<file path="config.mk">
export PLATFORM = sky130hd
export DESIGN_NAME = wire_pair_bist
export DESIGN_NICKNAME = d
export VERILOG_FILES = /design/src/rtl/wire_pair_bist.sv
export SDC_FILE = /design/constraint.sdc
export NUM_CORES = 1
export LEC_CHECK = 0
export BUFFER_PORTS_ARGS = -buffer_cell sky130_fd_sc_hd__buf_2
export CAP_MARGIN = 10
export CORE_AREA = 2 2 43 45
export CTS_BUF_LIST = sky130_fd_sc_hd__clkbuf_4
export CTS_CLUSTER_DIAMETER = 30
export DETAILED_ROUTE_END_ITERATION = 6
export DIE_AREA = 0 0 45 47
export PLACE_DENSITY = 0.76
export SYNTH_ARGS = -nofsm -noshare
export SYNTH_HDL_FRONTEND = slang
export SYNTH_SLANG_ARGS = --single-unit
</file>
<file path="constraint.sdc">
create_clock -name clk -period 3.6 [get_ports clk]
set_clock_uncertainty 0.2 [all_clocks]
set_input_delay 0.36 -clock clk [delete_from_list [all_inputs] [get_ports clk]]
set_output_delay 0.36 -clock clk [all_outputs]
set_load 0.02 [all_outputs]
</file>
<file path="src/rtl/wire_pair_bist.sv">
module wire_pair_bist #(
  parameter int N = 4
) (
  input  logic         clk,
  input  logic         rst_n,
  input  logic         run,
  input  logic         shift_mode,
  input  logic [N:0]   rx_a,
  input  logic [N:0]   rx_b,
  output logic [N:0]   tx_a,
  output logic [N:0]   tx_b,
  output logic         fail_a,
  output logic         fail_b,
  output logic         done,
  output logic         shift_out
);

  logic [N-1:0] up_q, dn_q;
  logic step, last;

  assign step = run && !shift_mode && !done;
  assign last = &up_q;

  always_ff @(posedge clk) begin
    if (!rst_n) begin
      up_q <= '0;
      dn_q <= '1;
      done <= 1'b0;
    end else if (step) begin
      if (last) begin
        done <= 1'b1;
      end else begin
        up_q <= up_q + 1'b1;
        dn_q <= dn_q - 1'b1;
      end
    end
  end

  assign tx_a = {^up_q, up_q};
  assign tx_b = {~^dn_q, dn_q};

  always_ff @(posedge clk) begin
    if (!rst_n) begin
      fail_a <= 1'b0;
      fail_b <= 1'b0;
    end else if (shift_mode) begin
      fail_b <= fail_a;
      fail_a <= 1'b0;
    end else if (step) begin
      fail_a <= fail_a | (^rx_a);
      fail_b <= fail_b | (~^rx_b);
    end
  end

  assign shift_out = fail_b;

endmodule

</file>
==> impl_metrics.ini <==
[run_status]
run_status = complete, no violations

[logic_synthesis]
synth-warning-count = 0
ys_top_cells_by_area = dfxtp_1 35%, xnor3_1 7.2%, o21ai_0 6.4%
synth-seq-cells = 11
synth_cell_type_count = 26
post_synth.cell_area_avg_um2 = 9.03
syn_nets = 86
synth_top_cell_area_share = 0.353
synth_sequential_area_ratio = 0.353
yosysTopAreaCell = dfxtp_1
synthesis.area_um2 = 623
syn-instance-count = 69

[timing]
timing_max_transition_violations_final = 0
post-route-period-util = 0.579
maxSlewHeadroom = 0.506
grt_setup_unrepaired = no
report.final.hold_viol_count = 0
least_margin_pin_slew_ns = 0.739
final.setup.tns_ns = 0
final-setup-viol-count = 0
fmax_mhz = 480
timing.final.crit_period_ns = 2.08

[power_and_ir_drop]
power_frac_clock = 0.336
power_leakage_uw = 0.000393
seqPwrFrac = 0.461
power.internal_uw = 203
power.density_nw_per_um2 = 354
fin_total_pwr_uw = 281
power.share.combinational = 0.203
power_switching_uw = 77.1
power.switching_fraction = 0.275
max-vdd-ir-drop_mv = 0.149

[clock_tree]
clock_tree.htree_level_count = 1
clk_path_buf_depth = 2
post-cts-setup-buffer-count = 0
cts_tree = built
clk_pin_slew_ns = 0.07
post_cts_resized = 0
clock_latency_ns = 0.28
cts.sink_count = 11
cts-buffers-inserted = 3
postCtsHoldBufs = 0
clock-root-buffer = clkbuf_4

[worst_setup_path]
critical_path_peak_fanout = 4
cp.required_ns = 3.04
crit_type = reg2out
worst_ep_arrival_time_ns = 1.52
start_kind = register
setup.worst_path.end_class = output port

[route]
post_drt_wl_per_cell_um = 11.8
dr.first_iter.drc_count = 7
detailedRoute.firstPassIterationCount = 4
drc = 0
ant_nets = 0
vias = 610
drt_wl_total_um = 1350
number_of_vias_per_cell_after_detailed_routing = 5.35

[global_route]
global_route.overflow_total = 0
number_of_global_route_vias_before_repair = 584
grt_use_total = 0.147
antenna_found_initial = 0
largest_net_degree_at_the_start_of_global_routing = 11
grt_first_pass_wirelength_um = 2250

[die]
die_w_um = 45
rows = 15
initial_cell_density_of_the_core = 0.377
floorplan.die_area_um2 = 2120
die_y_um = 47
count_of_pins_on_the_block_boundary = 28
design.core.area_um2 = 1650

[layout]
fin_nets = 115
insertedDiodeCount = 0
num-fill-cells = 171
layout-drive-gt1-share = 0.320
areaGrowthSynthToFinish_pct = 27.3

[placement]
port_buffers = 27
post-dp-hpwl_um = 1070
gp_congestion = 0.739

[worst_hold_path]
type_of_the_tightest_min_delay_check = in2reg

[flow_run]
cap_viol_max_count = 0
power groups by stage:
stage / logic, uW / clock network [uW] / registers, uW
after detailed placement: 57.6 / 0 / 132
after global routing: 62.6 / 100 / 130
after floorplan: 33.4 / 0 / 136
after CTS: 58.0 / 95.6 / 129
final: 56.9 / 94.3 / 129
after global placement: 56.4 / 0 / 132
path summary, 6_finish.rpt:
check	start	endpoint	slack [ns]	depth (start not counted)
max	dn_q[0]$_SDFFE_PN1P_	tx_b[4]	1.52	5
min reg2reg	fail_a$_SDFFE_PP0P_	fail_a$_SDFFE_PP0P_	0.27	2
min	rst_n	dn_q[0]$_SDFFE_PN1P_	0.13	2
max reg2reg	done$_SDFFE_PN0P_	up_q[3]$_SDFFE_PN0P_	1.81	3
state kept, by name, summed over array words and instances, names as in the netlist:
signal,flops
dn_q,4
up_q,4
done,1
fail_a,1
fail_b,1
per-stage QoR:
step | hold WS, ns | cells | cell area [um^2] | worst slack [ns] | util
4_1_cts | 0.127 | 114 | 793 | 1.49 | 0.480
5_1_grt | 0.157 | 114 | 793 | 1.41 | 0.480
6_report | 0.130 | 114 | 793 | 1.52 | 0.480
2_1_floorplan | 0.232 | 69 | 623 | 1.65 | -
3_5_place_dp | 0.261 | 110 | 763 | 1.68 | 0.462
3_3_place_gp | 0.258 | 110 | 763 | 1.72 | 0.462
critical path, stage by stage, from the launching register on:
cell	delay, ns
dfxtp_1	0.37
inv_1	0.07
ha_1	0.32
xor2_1	0.17
xnor2_1	0.13
buf_2	0.18
synthesized netlist by cell type:
library cell and n:
dfxtp_1 11, or3_1 1, buf_4 1, ha_1 3, xnor2_1 4, o311ai_0 1
and4_1 2, and2b_1 1, nor3b_1 1, nor2_1 1, nand2_1 3, or4_1 2
nand3_1 4, xor2_1 3, buf_2 1, or3b_1 1, a31oi_1 4, a21oi_1 4
clkbuf_1 1, xnor3_1 2, and3_1 1, and2_1 1, inv_1 5, o31ai_1 2
o21ai_0 8, nor3_1 1
layout by cell type, fill, tap and decap left out, types with 2 or more instances in the layout:
cell and n:
a21oi_1 4, dfxtp_1 11, xnor2_1 4, xnor3_1 2, xor2_1 3, buf_2 27, and4_1 2, nand2_1 3
o31ai_1 2, a31oi_1 4, nand3_1 4, inv_1 5, o21ai_0 8, or4_1 2, clkbuf_4 4, ha_1 3
metal layers:
metal | vias up | wire length (um) | track usage
li1 | 306 | - | -
met1 | 278 | 568 | 0.161
met2 | 21 | 657 | 0.251
met3 | 5 | 88 | 0.0346
met4 | 0 | 34 | 0.106
met5 | - | 0 | 0
area by class of cell:
cell class                      count  area (um^2)  area share
Multi-Input combinational cell     50          368       0.464
Sequential cell                    11          220       0.278
Timing Repair Buffer               27          135       0.170
Clock buffer                        4         30.0      0.0379
Tap cell                           17         21.3      0.0268
Inverter                            5         18.8      0.0237
cell families (layout without fill, tap and decap cells):
group / count (synthesis) / in the layout / share of synthesized area
flip-flops: 11 / 11 / 0.353
adder cells (fa/ha/maj): 3 / 3 / 0.0602
AND/OR/NAND/NOR: 19 / 19 / 0.185
buffers and inverters: 8 / 36 / 0.0562
XOR/XNOR: 9 / 9 / 0.171
AO/OA/AOI/OAI: 19 / 19 / 0.175
No activity file was read; power rests on OpenSTA's default activity.
